--- config.mk ---
export PLATFORM = sky130hd
export DESIGN_NAME = bus_cycle_seq
export DESIGN_NICKNAME = d
export VERILOG_FILES = /design/src/rtl/bcs_pkg.sv /design/src/rtl/bcs_req_latch.sv /design/src/rtl/bcs_fsm.sv /design/src/rtl/bcs_bus_drive.sv /design/src/rtl/bus_cycle_seq.sv
export SDC_FILE = /design/constraint.sdc
export NUM_CORES = 1
export LEC_CHECK = 0
export ABC_AREA = 1
export BUFFER_PORTS_ARGS = -buffer_cell sky130_fd_sc_hd__buf_2
export CAP_MARGIN = 20
export CORE_MARGIN = 2
export CORE_UTILIZATION = 25
export CTS_CLUSTER_DIAMETER = 60
export DETAILED_ROUTE_END_ITERATION = 8
export GPL_TIMING_DRIVEN = 0
export HOLD_SLACK_MARGIN = 0.08
export SETUP_SLACK_MARGIN = 0.05
export SLEW_MARGIN = 40
export SYNTH_ARGS = -nofsm -noshare
export SYNTH_HDL_FRONTEND = slang
export SYNTH_HIERARCHICAL = 1
export SYNTH_SLANG_ARGS = --single-unit
--- constraint.sdc ---
create_clock -name clk -period 1.2 [get_ports clk]
set_input_delay 0.06 -clock clk [delete_from_list [all_inputs] [get_ports clk]]
set_output_delay 0.06 -clock clk [all_outputs]
set_load 0.01 [all_outputs]
--- src/rtl/bcs_pkg.sv ---
package bcs_pkg;

    typedef enum logic [1:0] {
        KIND_FETCH = 2'd0,
        KIND_READ  = 2'd1,
        KIND_WRITE = 2'd2,
        KIND_READX = 2'd3
    } kind_e;

    typedef enum logic [2:0] {
        ST_IDLE = 3'd0,
        ST_T1   = 3'd1,
        ST_T2   = 3'd2,
        ST_TW   = 3'd3,
        ST_T3   = 3'd4,
        ST_T4   = 3'd5
    } tstate_e;

    function automatic logic kind_is_write(input kind_e k);
        return k == KIND_WRITE;
    endfunction

endpackage

--- src/rtl/bcs_req_latch.sv ---
module bcs_req_latch
    import bcs_pkg::*;
#(
    parameter int ADDR_W = 16,
    parameter int DATA_W = 8
) (
    input  logic              clk,
    input  logic              rst_n,
    input  logic              accept,
    input  logic [1:0]        in_kind,
    input  logic [ADDR_W-1:0] in_addr,
    input  logic [DATA_W-1:0] in_wdata,
    input  logic              in_three,
    output kind_e             kind_q,
    output logic [ADDR_W-1:0] addr_q,
    output logic [DATA_W-1:0] wdata_q,
    output logic              three_q
);

    always_ff @(posedge clk) begin
        if (!rst_n) begin
            kind_q  <= KIND_FETCH;
            addr_q  <= '0;
            wdata_q <= '0;
            three_q <= 1'b0;
        end else if (accept) begin
            kind_q  <= kind_e'(in_kind);
            addr_q  <= in_addr;
            wdata_q <= in_wdata;
            three_q <= in_three;
        end
    end

endmodule

--- src/rtl/bcs_fsm.sv ---
module bcs_fsm
    import bcs_pkg::*;
(
    input  logic    clk,
    input  logic    rst_n,
    input  logic    req_valid,
    input  logic    three_q,
    input  logic    bus_wait,
    output tstate_e state,
    output logic    accept,
    output logic    ready,
    output logic    active,
    output logic    strobe,
    output logic    capture,
    output logic    done
);

    tstate_e state_nx;
    logic    final_st;

    // Final T state: T4 for the long form, T3 for the short one.
    always_comb begin
        final_st = 1'b0;
        unique case (state)
            ST_T3:   final_st = three_q;
            ST_T4:   final_st = 1'b1;
            default: final_st = 1'b0;
        endcase
    end

    assign ready  = (state == ST_IDLE) || final_st;
    assign accept = ready && req_valid;

    // State register.
    always_ff @(posedge clk) begin
        if (!rst_n) state <= ST_IDLE;
        else        state <= state_nx;
    end

    // Next state.
    always_comb begin
        state_nx = state;
        unique case (state)
            ST_IDLE: state_nx = accept ? ST_T1 : ST_IDLE;
            ST_T1:   state_nx = ST_T2;
            ST_T2,
            ST_TW:   state_nx = bus_wait ? ST_TW : ST_T3;
            ST_T3:   begin
                if (three_q) state_nx = accept ? ST_T1 : ST_IDLE;
                else         state_nx = ST_T4;
            end
            ST_T4:   state_nx = accept ? ST_T1 : ST_IDLE;
            default: state_nx = ST_IDLE;
        endcase
    end

    // Per-state outputs.
    always_comb begin
        active  = 1'b0;
        strobe  = 1'b0;
        capture = 1'b0;
        unique case (state)
            ST_IDLE: begin
                active = 1'b0;
            end
            ST_T1: begin
                active = 1'b1;
                strobe = 1'b1;
            end
            ST_T2, ST_TW: begin
                active  = 1'b1;
                strobe  = 1'b1;
                capture = three_q && !bus_wait;
            end
            ST_T3: begin
                active  = 1'b1;
                strobe  = !three_q;
                capture = !three_q;
            end
            ST_T4: begin
                active = 1'b1;
            end
            default: active = 1'b0;
        endcase
    end

    assign done = final_st;

    assert_wait_stretch_R5: assert property (@(posedge clk) disable iff (!rst_n)
        ((state == ST_T2 || state == ST_TW) && bus_wait) |=> (state == ST_TW));

    assert_done_single_R10: assert property (@(posedge clk) disable iff (!rst_n)
        done |=> !done);

    assert_ready_final_R2: assert property (@(posedge clk) disable iff (!rst_n)
        (ready && state != ST_IDLE) |-> (done && !strobe));

    assert_t1_after_accept_R3: assert property (@(posedge clk) disable iff (!rst_n)
        accept |=> (state == ST_T1));

endmodule

--- src/rtl/bcs_bus_drive.sv ---
module bcs_bus_drive
    import bcs_pkg::*;
#(
    parameter int ADDR_W = 16,
    parameter int DATA_W = 8
) (
    input  logic              clk,
    input  logic              rst_n,
    input  logic              active,
    input  logic              strobe,
    input  logic              capture,
    input  kind_e             kind_q,
    input  logic [ADDR_W-1:0] addr_q,
    input  logic [DATA_W-1:0] wdata_q,
    input  logic [DATA_W-1:0] bus_rdata,
    output logic [ADDR_W-1:0] bus_addr,
    output logic [DATA_W-1:0] bus_wdata,
    output logic              bus_rd,
    output logic              bus_wr,
    output logic              bus_fetch,
    output logic [DATA_W-1:0] rdata_q
);

    logic is_wr;

    always_comb begin
        is_wr     = kind_is_write(kind_q);
        bus_addr  = active ? addr_q : '0;
        bus_rd    = strobe && !is_wr;
        bus_wr    = strobe && is_wr;
        bus_fetch = strobe && (kind_q == KIND_FETCH);
        bus_wdata = (strobe && is_wr) ? wdata_q : '0;
    end

    always_ff @(posedge clk) begin
        if (!rst_n)       rdata_q <= '0;
        else if (capture) rdata_q <= is_wr ? '0 : bus_rdata;
    end

    assert_addr_stable_R4: assert property (@(posedge clk) disable iff (!rst_n)
        (bus_rd || bus_wr) |=> $stable(bus_addr));

    assert_rd_wr_excl_R8: assert property (@(posedge clk) disable iff (!rst_n)
        $onehot0({bus_rd, bus_wr}));

    assert_fetch_is_read_R9: assert property (@(posedge clk) disable iff (!rst_n)
        bus_fetch |-> bus_rd);

    assert_wdata_held_R8: assert property (@(posedge clk) disable iff (!rst_n)
        (bus_wr && $past(bus_wr)) |-> $stable(bus_wdata));

endmodule

--- src/rtl/bus_cycle_seq.sv ---
module bus_cycle_seq
    import bcs_pkg::*;
#(
    parameter int ADDR_W = 16,
    parameter int DATA_W = 8
) (
    input  logic              clk,
    input  logic              rst_n,
    input  logic              req_valid,
    output logic              req_ready,
    input  logic [1:0]        req_kind,
    input  logic [ADDR_W-1:0] req_addr,
    input  logic [DATA_W-1:0] req_wdata,
    input  logic              req_three_t,
    output logic              rsp_done,
    output logic [DATA_W-1:0] rsp_rdata,
    output logic [ADDR_W-1:0] bus_addr,
    output logic [DATA_W-1:0] bus_wdata,
    input  logic [DATA_W-1:0] bus_rdata,
    output logic              bus_rd,
    output logic              bus_wr,
    output logic              bus_fetch,
    input  logic              bus_wait
);

    tstate_e           state;
    kind_e             kind_q;
    logic [ADDR_W-1:0] addr_q;
    logic [DATA_W-1:0] wdata_q;
    logic              three_q;
    logic              accept;
    logic              active;
    logic              strobe;
    logic              capture;

    bcs_req_latch #(.ADDR_W(ADDR_W), .DATA_W(DATA_W)) u_latch (
        .clk      (clk),
        .rst_n    (rst_n),
        .accept   (accept),
        .in_kind  (req_kind),
        .in_addr  (req_addr),
        .in_wdata (req_wdata),
        .in_three (req_three_t),
        .kind_q   (kind_q),
        .addr_q   (addr_q),
        .wdata_q  (wdata_q),
        .three_q  (three_q)
    );

    bcs_fsm u_fsm (
        .clk       (clk),
        .rst_n     (rst_n),
        .req_valid (req_valid),
        .three_q   (three_q),
        .bus_wait  (bus_wait),
        .state     (state),
        .accept    (accept),
        .ready     (req_ready),
        .active    (active),
        .strobe    (strobe),
        .capture   (capture),
        .done      (rsp_done)
    );

    bcs_bus_drive #(.ADDR_W(ADDR_W), .DATA_W(DATA_W)) u_drive (
        .clk       (clk),
        .rst_n     (rst_n),
        .active    (active),
        .strobe    (strobe),
        .capture   (capture),
        .kind_q    (kind_q),
        .addr_q    (addr_q),
        .wdata_q   (wdata_q),
        .bus_rdata (bus_rdata),
        .bus_addr  (bus_addr),
        .bus_wdata (bus_wdata),
        .bus_rd    (bus_rd),
        .bus_wr    (bus_wr),
        .bus_fetch (bus_fetch),
        .rdata_q   (rsp_rdata)
    );

    assert_idle_quiet_R11: assert property (@(posedge clk) disable iff (!rst_n)
        (state == ST_IDLE) |-> (bus_addr == '0 && !bus_rd && !bus_wr && !rsp_done));

endmodule

==> flow_summary.json, run 1 <==
{
  "first_global_vias": 2018,
  "chipWidth_um": 91.74,
  "critPathBufInv": 5,
  "globalRouteOverflowTotal": 0,
  "rsz_0062_raised_after_global_routing": "yes",
  "coreArea_sq_um": 7370,
  "result_of_the_run": "finished, violations left",
  "grt_use_total": 0.1405,
  "min_period_ps": 1530,
  "setup-tns-final_ps": -13520,
  "synth.ff_latch_count": 38,
  "grt_first_pass_wirelength_mm": 9.404,
  "rows": 31,
  "syn_nets": 331,
  "timing.hold.worst.start": "req_addr[12]",
  "ioPinCount": 76,
  "finalWorstSetupSlack_ps": -330.0,
  "cellPowerDensity_nw_per_um2": 1209,
  "cts_made_buffers": 5,
  "dominantRegCellSynth": "dfxtp_1",
  "vias_per_cell": 3.962,
  "yosys.cell_types.count": 23,
  "r2r_depth": 11,
  "timing.critical_path.slowest_stage_cell": "dfxtp_4",
  "total_nets_final": 467,
  "yosysSeqAreaShare": 0.3953,
  "endpoint_type_of_the_worst_setup_path": "output pin",
  "worstPathRequired_ps": 1140,
  "layout_cells_sized_above_1": 0.4639,
  "finish.instance_area_sq_um": 3583,
  "first_iter_violations": 42,
  "area_growth_pct": 86.22,
  "min_to": "u_latch/addr_q[12]",
  "asyncSetResetFlopFracSynth": 0,
  "max-cap-violations": 0,
  "r2r-end": "u_latch/addr_q[13]",
  "worst_hold_slack_ps": 78.33,
  "num_antenna_cells": 0,
  "pre_cts_slack_ps": -255.0,
  "grt_antenna_before_repair": 0,
  "post_synth_main_area_contributors": "dfxtp_1 (40%), nand2_1 (16%), inv_1 (11%)",
  "slew_viol_final": 0,
  "synth-edff-count": 0,
  "synthesis.area_per_instance_sq_um": 6.590,
  "final_core_util": 0.4862,
  "relSlewSlack": 0.8362,
  "synth_area_sq_um": 1924,
  "worst-setup-path-type": "reg -> out",
  "ys_top_cells_by_count": "nand2_1 (82), inv_1 (58), nor2_1 (57)",
  "violations_in_the_final_reports": "negative setup slack",
  "clock_sinks": 38,
  "ant_nets": 0,
  "die-area_sq_um": 8415,
  "ordered_cell_list_for_the_critical_path": "inv_6 -> o21ai_4 -> buf_4 -> nand2_2 -> inv_4 -> nor2_8 -> inv_8 -> nor2_2 -> buf_2",
  "floorplan.initialDensity": 0.2611,
  "synth_cells": 292,
  "die-height_um": 91.74,
  "remaining_drc_errors": 0,
  "cp_top_family": "buffers and inverters",
  "grt_max_degree": 12,
  "arrival_ps": 1470,
  "placement.cell_area_sq_um": 2434,
  "insertion_delay_ps": 280,
  "rrSetupSlack_ps": -250,
  "root_buffer": "clkbuf_8",
  "cts.reportedPaths.clkPinSlew_ps": 70,
  "htreeDepth": 2,
  "vdd_drop_max_v": 0.0005834,
  "place.port_buffers": 75,
  "synth_most_common_cell": "nand2_1",
  "count_of_warnings_emitted_by_yosys": 6,
  "area_share_of_the_largest_cell_type_after_synthesis": 0.3953,
  "gp_congestion": 0.7412,
  "wl_mm": 5.778,
  "netlist.top_cell.by_area": "dfxtp_1",
  "critical-path-max-stage-delay_ps": 370,
  "critical_path.startpoint_type": "register",
  "drt_pre_antenna_iters": 4,
  "hpwl_mm": 3.339,
  "clockBufferDepth": 2,
  "final.period_utilization": 1.275,
  "final-hold-violation-count": 0,
  "vias": 2092,
  "timing.fmax_mhz": 653.6,
  "cts_tree": "done",
  "wl_per_cell_um": 10.94,
  "total_leakage_power_nw": 1.924,
  "reg2reg_from": "u_fsm/state[1]",
  "final.setup_skew_ps": 3.709,
  "min-delay-path-class": "in -> reg",
  "worst_hold_path.num_cells": 5,
  "measured_slew_at_the_worst_slew_check_pin_ps": 245.3,
  "timing.final.setup_violations": 63,
  "critPathMaxFanout": 8
}
-- worst max-delay path by stage --
stage	start	end	slack, ps	depth (start not counted)
final	u_fsm/state[2]	bus_wdata[5]	-330	9
after CTS	u_fsm/state[1]	bus_addr[14]	-310	7
after floorplan	u_fsm/state[2]	u_latch/addr_q[12]	-10	11
after detailed placement	u_fsm/state[1]	bus_addr[14]	-260	7
after global routing	u_fsm/state[0]	bus_wdata[5]	-430	10
after global placement	u_fsm/state[1]	bus_addr[5]	-240	7
-- layer usage --
layer / vias to the layer above / wire length (um) / GRT usage
li1: 1105 / - / -
met3: 5 / 214 / 0.02712
met4: 0 / 43 / 0.03731
met2: 44 / 2956 / 0.2500
met5: - / 0 / 0
met1: 938 / 2563 / 0.1730
-- tightest hold or removal path, stage by stage --
cell	delay (ps)
buf_2	80
inv_1	40
nand2_2	50
nand2_1	40
nor2_1	70
-- power by group --
group	switching [W]	total [W]	leakage, nW	internal (W)
sequential	0.000139	0.00155	0.315	0.00141
combinational	0.000818	0.00172	1.56	0.000905
clock	0.000439	0.00106	0.0524	0.000622
total	0.00140	0.00433	1.92	0.00294
-- registers in the layout (all words and copies together), names as in the netlist --
name             count
u_latch/kind_q       2
u_latch/three_q      1
u_fsm/state          3
u_latch/wdata_q      8
u_latch/addr_q      16
u_drive/rdata_q      8
-- through the flow --
stage	cells	power, W
final	528	0.004333
after global routing	528	0.004610
after CTS	525	0.004320
after detailed placement	466	0.002501
after global placement	466	0.002485
after floorplan	292	0.002199
-- timing repair --
item | 4_1_cts | 5_1_grt
pin swaps | 44 | 33
resized for setup | 81 | 55
hold buffers | 32 | 0
hold endpoints to repair | 32 | 0
setup buffers | 11 | 8
endpoints found under the setup margin | 62 | 64
cloned | 8 | 0
-- cells by family (layout without fill, tap and decap cells) --
logic type | count (synthesis) | count (layout) | share of synthesized area
buf+inv | 74 | 211 | 0.1977
simple gates | 159 | 159 | 0.3466
flops | 38 | 38 | 0.3953
compound gates | 21 | 21 | 0.06047
-- final cells by class --
| cell class | count | area, sq um |
|---|---|---|
| plain buffers | 11 | 157.7 |
| clock buffers | 7 | 76.32 |
| clock inverters | 1 | 30.03 |
| fillers | 732 | 3786 |
| inverters | 62 | 257.7 |
| multi-input cells | 180 | 1099 |
| flip-flops and latches | 38 | 773.2 |
| well taps | 99 | 123.9 |
| repair buffers | 130 | 1066 |
-- layout by cell type (no fill, tap or decap) --
cell           synthesis  routed
buf_8                  4       3
nand2_1               82      61
bufinv_16              0       1
a21oi_4                0       1
nor2_2                10      10
inv_4                  0       3
dfxtp_1               38      34
dlygate4sd3_1          0      32
buf_16                 0       4
buf_12                 0       6
inv_2                  3       3
dfxtp_4                0       3
nand2_4                1       9
buf_2                  0      69
o21ai_4                0       1
o21ai_2                1       3
nand2_2                4      17
a21oi_1               10       9
buf_6                  5      18
inv_6                  1       2
clkbuf_1               0       2
nor3_1                 2       2
nor2_1                57      32
dfxtp_2                0       1
nor2_4                 1      26
o21ai_0                7       1
nor2_8                 1       1
buf_4                  1       7
inv_1                 58      53
inv_8                  0       1
clkbuf_8               1       7
o21ai_1                1       4
a21oi_2                2       2
nand3_2                0       1
(Power assumes the default switching activity.)
==> run 2: changes to the inputs <==
- REMOVE_ABC_BUFFERS: default -> 1
==> run 2 against run 1 <==
  * The run still ends with negative setup slack left
  * Clock power up 28%
  * Critical path type unchanged
  * First-iteration DRC count decreased by 31%
  * Clock skew is 1.6 ps higher
  * Critical endpoint is now bus_wdata[6]
  * Combinational power fell by 11%
==> flow_summary.json, run 2 (synthesis gave the netlist of run 1 again) <==
{
  "result_of_the_run": "finished, violations left",
  "violations_in_the_final_reports": "negative setup slack",
  "htreeDepth": 2,
  "grt_use_total": 0.1308,
  "critPathMostFrequentCell": "inv_2",
  "max-cap-violations": 0,
  "total_nets_final": 460,
  "rsz_0062_raised_after_global_routing": "yes",
  "floorplan.initialDensity": 0.2611,
  "total_leakage_power_nw": 1.850,
  "mostFrequentLayoutCells": "buf_2 (72), nand2_1 (61), inv_1 (54)",
  "gr-max-usage-layer": "met2",
  "vias_per_cell": 4.002,
  "vias": 2085,
  "endpoint_type_of_the_worst_setup_path": "output pin",
  "remaining_drc_errors": 0,
  "hpwl_mm": 2.820,
  "globalRouteOverflowTotal": 0,
  "grt_first_pass_wirelength_mm": 8.838,
  "root_buffer": "clkbuf_8",
  "wl_per_cell_um": 11.04,
  "relSlewSlack": 0.5413,
  "insertion_delay_ps": 290,
  "slew_viol_final": 0,
  "rows": 31,
  "arrival_ps": 1450,
  "final_core_util": 0.4555,
  "timing.fmax_mhz": 663.7,
  "min_period_ps": 1507,
  "layout_cells_sized_above_1": 0.4455,
  "coreArea_sq_um": 7370,
  "groute.layer.met3.usage": 0.03040,
  "worst-setup-path-type": "reg -> out",
  "min-delay-path-class": "in -> reg",
  "measured_slew_at_the_worst_slew_check_pin_ps": 688.1,
  "critical_path.startpoint_type": "register",
  "grt_max_degree": 37,
  "grt_antenna_before_repair": 0,
  "reg2reg_from": "u_fsm/state[0]",
  "ordered_cell_list_for_the_critical_path": "inv_2 -> nand2_4 -> nor2_4 -> inv_2 -> nand2_2 -> inv_4 -> nor2_8 -> inv_8 -> nor2_2 -> buf_2",
  "timing.hold.worst.start": "req_wdata[0]",
  "die-area_sq_um": 8415,
  "top_regs": "u_latch/addr_q x16, u_drive/rdata_q x8, u_latch/wdata_q x8",
  "first_iter_violations": 29,
  "drt_pre_antenna_iters": 4,
  "largest_register_ffs": 16,
  "cellPowerDensity_nw_per_um2": 1313,
  "die-height_um": 91.74,
  "critical-path-max-stage-delay_ps": 340,
  "largest_register": "u_latch/addr_q",
  "r2r_depth": 9,
  "rrSetupSlack_ps": -280,
  "wl_mm": 5.753,
  "gp_congestion": 0.7138,
  "layout.cells.most_common": "buf_2",
  "r2r-end": "u_drive/rdata_q[3]",
  "final-hold-violation-count": 0,
  "place.port_buffers": 75,
  "first_global_vias": 1986,
  "worst_hold_path.num_cells": 5,
  "cts.reportedPaths.clkPinSlew_ps": 80,
  "vdd_drop_max_v": 0.0006193,
  "timing.final.setup_violations": 64,
  "setup-tns-final_ps": -15580,
  "clockBufferDepth": 2,
  "timing.critical_path.slowest_stage_cell": "dfxtp_2",
  "cts_tree": "done",
  "min_to": "u_latch/wdata_q[0]",
  "worstPathRequired_ps": 1140,
  "ant_nets": 0,
  "cts_made_buffers": 5,
  "critPathMaxFanout": 8,
  "clock_sinks": 38,
  "finalWorstSetupSlack_ps": -306.6,
  "num_antenna_cells": 0,
  "ioPinCount": 76,
  "chipWidth_um": 91.74,
  "final.setup_skew_ps": 5.328,
  "grt_util_met1": 0.1566,
  "area_growth_pct": 74.45,
  "final.period_utilization": 1.256,
  "met2_usage": 0.2377
}
==> run 2: cell count changes in the layout (fill, tap and decap cells not counted), sizes merged <==
| cell | before | now |
|---|---|---|
| inv | 62 | 68 |
| dlygate4sd3 | 32 | 31 |
| clkbuf | 9 | 6 |
| clkinv | 0 | 1 |
| bufinv | 1 | 2 |
| buf | 107 | 96 |
==> run 2: stage by stage <==
stage                     std cells  cell area (sq um)  setup slack [ps]  hold slack [ps]  total power (W)
after global routing            521               3357            -412.0            93.01         0.004694
after CTS                       508               3020            -306.8            81.90         0.004098
final                           521               3357            -306.6            93.41         0.004409
after detailed placement        454               2283            -452.8            316.2         0.002340
after global placement          454               2281             -1090            311.0         0.002336
after floorplan                 280               1782            -628.1            170.8         0.002061
==> run 2: timing repair <==
item / 4_1_cts / 5_1_grt
hold buffers: 31 / 0
endpoints found under the hold margin: 31 / 0
pin swaps: 27 / 25
setup buffers: 11 / 10
resized for setup: 49 / 59
endpoints found under the setup margin: 63 / 66
cloned: 4 / 3
==> run 2: area by class of cell <==
class | instances | area (sq um)
Fill cell | 744 | 4013
Multi-Input combinational cell | 180 | 1033
Timing Repair inverter | 7 | 116.4
Inverter | 62 | 257.7
Tap cell | 99 | 123.9
Sequential cell | 38 | 768.2
Timing Repair Buffer | 127 | 914.6
Clock inverter | 2 | 60.06
Clock buffer | 6 | 82.58
==> run 2: worst max-delay path by stage <==
stage	start	end	slack (ps)	cells past startpoint
floorplan	u_fsm/state[2]	u_latch/addr_q[14]	-630	9
global placement	u_fsm/state[2]	u_latch/wdata_q[7]	-1090	9
detailed placement	u_fsm/state[1]	u_drive/rdata_q[2]	-450	7
CTS	u_latch/three_q	bus_wdata[5]	-310	10
global route	u_latch/three_q	bus_wdata[5]	-410	10
finish	u_fsm/state[0]	bus_wdata[6]	-310	10
==> run 2: power by group <==
| group | total [W] | leakage [nW] | switching, W | internal [W] |
|---|---|---|---|---|
| Combinational | 0.00153 | 1.46 | 0.000849 | 0.000677 |
| Clock | 0.00136 | 0.0714 | 0.000470 | 0.000887 |
| Sequential | 0.00153 | 0.315 | 0.000116 | 0.00141 |
| Total | 0.00441 | 1.85 | 0.00144 | 0.00297 |
==> run 2: worst max-delay path, delay by kind of cell, from the launching register on <==
kind | cells | cell delay, ps
DFF | 1 | 340
buffers and inverters | 5 | 370
and+or+nand+nor | 5 | 430
==> run 2: metal layers <==
layer	vias up	share of wire
li1	1094	-
met1	933	0.45
met2	51	0.50
met3	7	0.043
met4	0	0.0078
met5	-	0
==> run 3: changes to the inputs <==
- PLACE_DENSITY: default -> 0.47
==> run 3 against run 2 <==
  * The run still ends with negative setup slack left
  * Clock-buffer cell count stayed put
  * Final cell count is 0.58% higher
  * Largest power group is now combinational logic
  * Critical endpoint is now u_drive/rdata_q[4]
  * Clock skew decreased by 0.62 ps
==> flow_summary.json, run 3 (synthesis gave the netlist of run 1 again) <==
{
  "result_of_the_run": "finished, violations left",
  "violations_in_the_final_reports": "negative setup slack",
  "grt_antenna_before_repair": 0,
  "sw_frac": 0.3541,
  "multi_input_area_sq_um": 1059,
  "largest_register": "u_latch/addr_q",
  "pre_cts_slack_ps": -452.5,
  "ordered_cell_list_for_the_critical_path": "inv_4 -> nand2_4 -> nor2_4 -> buf_4 -> buf_6 -> a21oi_4 -> a21oi_4 -> buf_12 -> buf_4 -> o21ai_2 -> a21oi_2",
  "timing.critical_path.slowest_stage_cell": "dfxtp_4",
  "area.sequential_sq_um": 773.2,
  "grt_max_degree": 37,
  "largest_register_ffs": 16,
  "globalRouteOverflowTotal": 0,
  "max-cap-violations": 0,
  "power.switching_w": 0.001400,
  "fill_cells": 761,
  "timing.final.setup_violations": 66,
  "cts_made_buffers": 5,
  "measured_slew_at_the_worst_slew_check_pin_ps": 713.6,
  "hpwl_mm": 2.846,
  "relSlewSlack": 0.5243,
  "coreArea_sq_um": 7370,
  "num_antenna_cells": 0,
  "vias_per_cell": 3.937,
  "critical_path.startpoint_type": "register",
  "layout_cells_sized_above_1": 0.4282,
  "vdd_drop_max_v": 0.0005530,
  "slew_viol_final": 0,
  "area_growth_pct": 75.49,
  "wl_mm": 5.907,
  "drt_pre_antenna_iters": 4,
  "top_regs": "u_latch/addr_q x16, u_drive/rdata_q x8, u_latch/wdata_q x8",
  "floorplan.initialDensity": 0.2611,
  "gp_congestion": 0.7264,
  "final.period_utilization": 1.288,
  "grt_first_pass_wirelength_mm": 9.108,
  "critPathBufInv": 5,
  "mostFrequentLayoutCells": "buf_2 (71), nand2_1 (70), inv_1 (54)",
  "rows": 31,
  "vias": 2063,
  "grt_use_total": 0.1362,
  "arrival_ps": 1730,
  "clockBufferDepth": 2,
  "chipWidth_um": 91.74,
  "root_buffer": "clkbuf_8",
  "insertion_delay_ps": 280,
  "final.setup_skew_ps": 4.711,
  "cellPowerDensity_nw_per_um2": 1171,
  "cp_top_family": "buffers and inverters",
  "clockPowerShare": 0.222,
  "ioPinCount": 76,
  "remaining_drc_errors": 0,
  "final-hold-violation-count": 0,
  "pwr-share-seq": 0.387,
  "worstPathRequired_ps": 1380,
  "fraction_of_power_consumed_by_combinational_cells": 0.391,
  "rsz_0062_raised_after_global_routing": "yes",
  "worst_hold_slack_ps": 145.9,
  "die-height_um": 91.74,
  "worst-setup-path-type": "reg -> reg",
  "p_int_w": 0.002554,
  "min_period_ps": 1546,
  "cts.reportedPaths.clkPinSlew_ps": 70,
  "timing.fmax_mhz": 647.0,
  "layout.cells.most_common": "buf_2",
  "min-delay-path-class": "in -> reg",
  "place.port_buffers": 75,
  "ant_nets": 0,
  "first_iter_violations": 13,
  "critPathMaxFanout": 8,
  "first_global_vias": 2018,
  "total_nets_final": 465,
  "cts_tree": "done",
  "total_leakage_power_nw": 1.838,
  "endpoint_type_of_the_worst_setup_path": "register",
  "clock_sinks": 38,
  "die-area_sq_um": 8415,
  "wl_per_cell_um": 11.27,
  "htreeDepth": 2,
  "critical-path-max-stage-delay_ps": 390,
  "finalWorstSetupSlack_ps": -345.6
}
[run 3: worst min-delay path, cell delays in order]
cell and delay, ps:
buf_2 100, nor2_2 60, nor3_1 160
[run 3: metrics by stage]
step | total power [W] | setup TNS [ps] | utilization | cell area, sq um | instances
floorplan | 0.002061 | -18090 | - | 1782 | 280
global placement | 0.002349 | -39810 | 0.3095 | 2281 | 454
detailed placement | 0.002349 | -17600 | 0.3098 | 2283 | 454
CTS | 0.003647 | -12180 | 0.4173 | 3075 | 514
global route | 0.004228 | -19330 | 0.4582 | 3377 | 524
finish | 0.003954 | -15020 | 0.4582 | 3377 | 524
[run 3: per-layer routing]
layer | up-vias | part of all wire | global-route usage
met2 | 54 | 0.48 | 0.2433
met4 | 0 | 0.018 | 0.04478
met5 | - | 0 | 0
met1 | 898 | 0.46 | 0.1614
li1 | 1100 | - | -
met3 | 11 | 0.046 | 0.02958
[run 3: what timing repair did]
action	in CTS	in global routing
setup buffers	13	9
cloned	6	2
endpoints found under the setup margin	63	65
resized for setup	56	58
hold buffers	35	0
pin swaps	7	18
endpoints found under the hold margin	35	0
[run 3: power groups by stage]
stage	clock (W)	sequential, W	combinational, W
2_1_floorplan	0	0.00150	0.000559
3_3_place_gp	0	0.00151	0.000839
3_5_place_dp	0	0.00151	0.000837
4_1_cts	0.000915	0.00149	0.00124
5_1_grt	0.000977	0.00155	0.00170
6_report	0.000879	0.00153	0.00155
[run 3: area by class of cell]
cell class | instances | area share
repair inverters | 6 | 0.02742
clock buffers | 6 | 0.02445
flip-flops and latches | 38 | 0.2290
inverters | 62 | 0.07855
well taps | 99 | 0.03668
repair buffers | 132 | 0.2905
multi-input cells | 181 | 0.3135
[run 3: path summary, 6_finish.rpt]
check / start / endpoint / slack, ps / cells after the start
max reg2reg: u_fsm/state[0] / u_drive/rdata_q[4] / -350 / 11
min: bus_wait / u_fsm/state[1] / 150 / 3
min reg2reg: u_latch/wdata_q[3] / u_latch/wdata_q[3] / 470 / 2
max: u_fsm/state[0] / u_drive/rdata_q[4] / -350 / 11
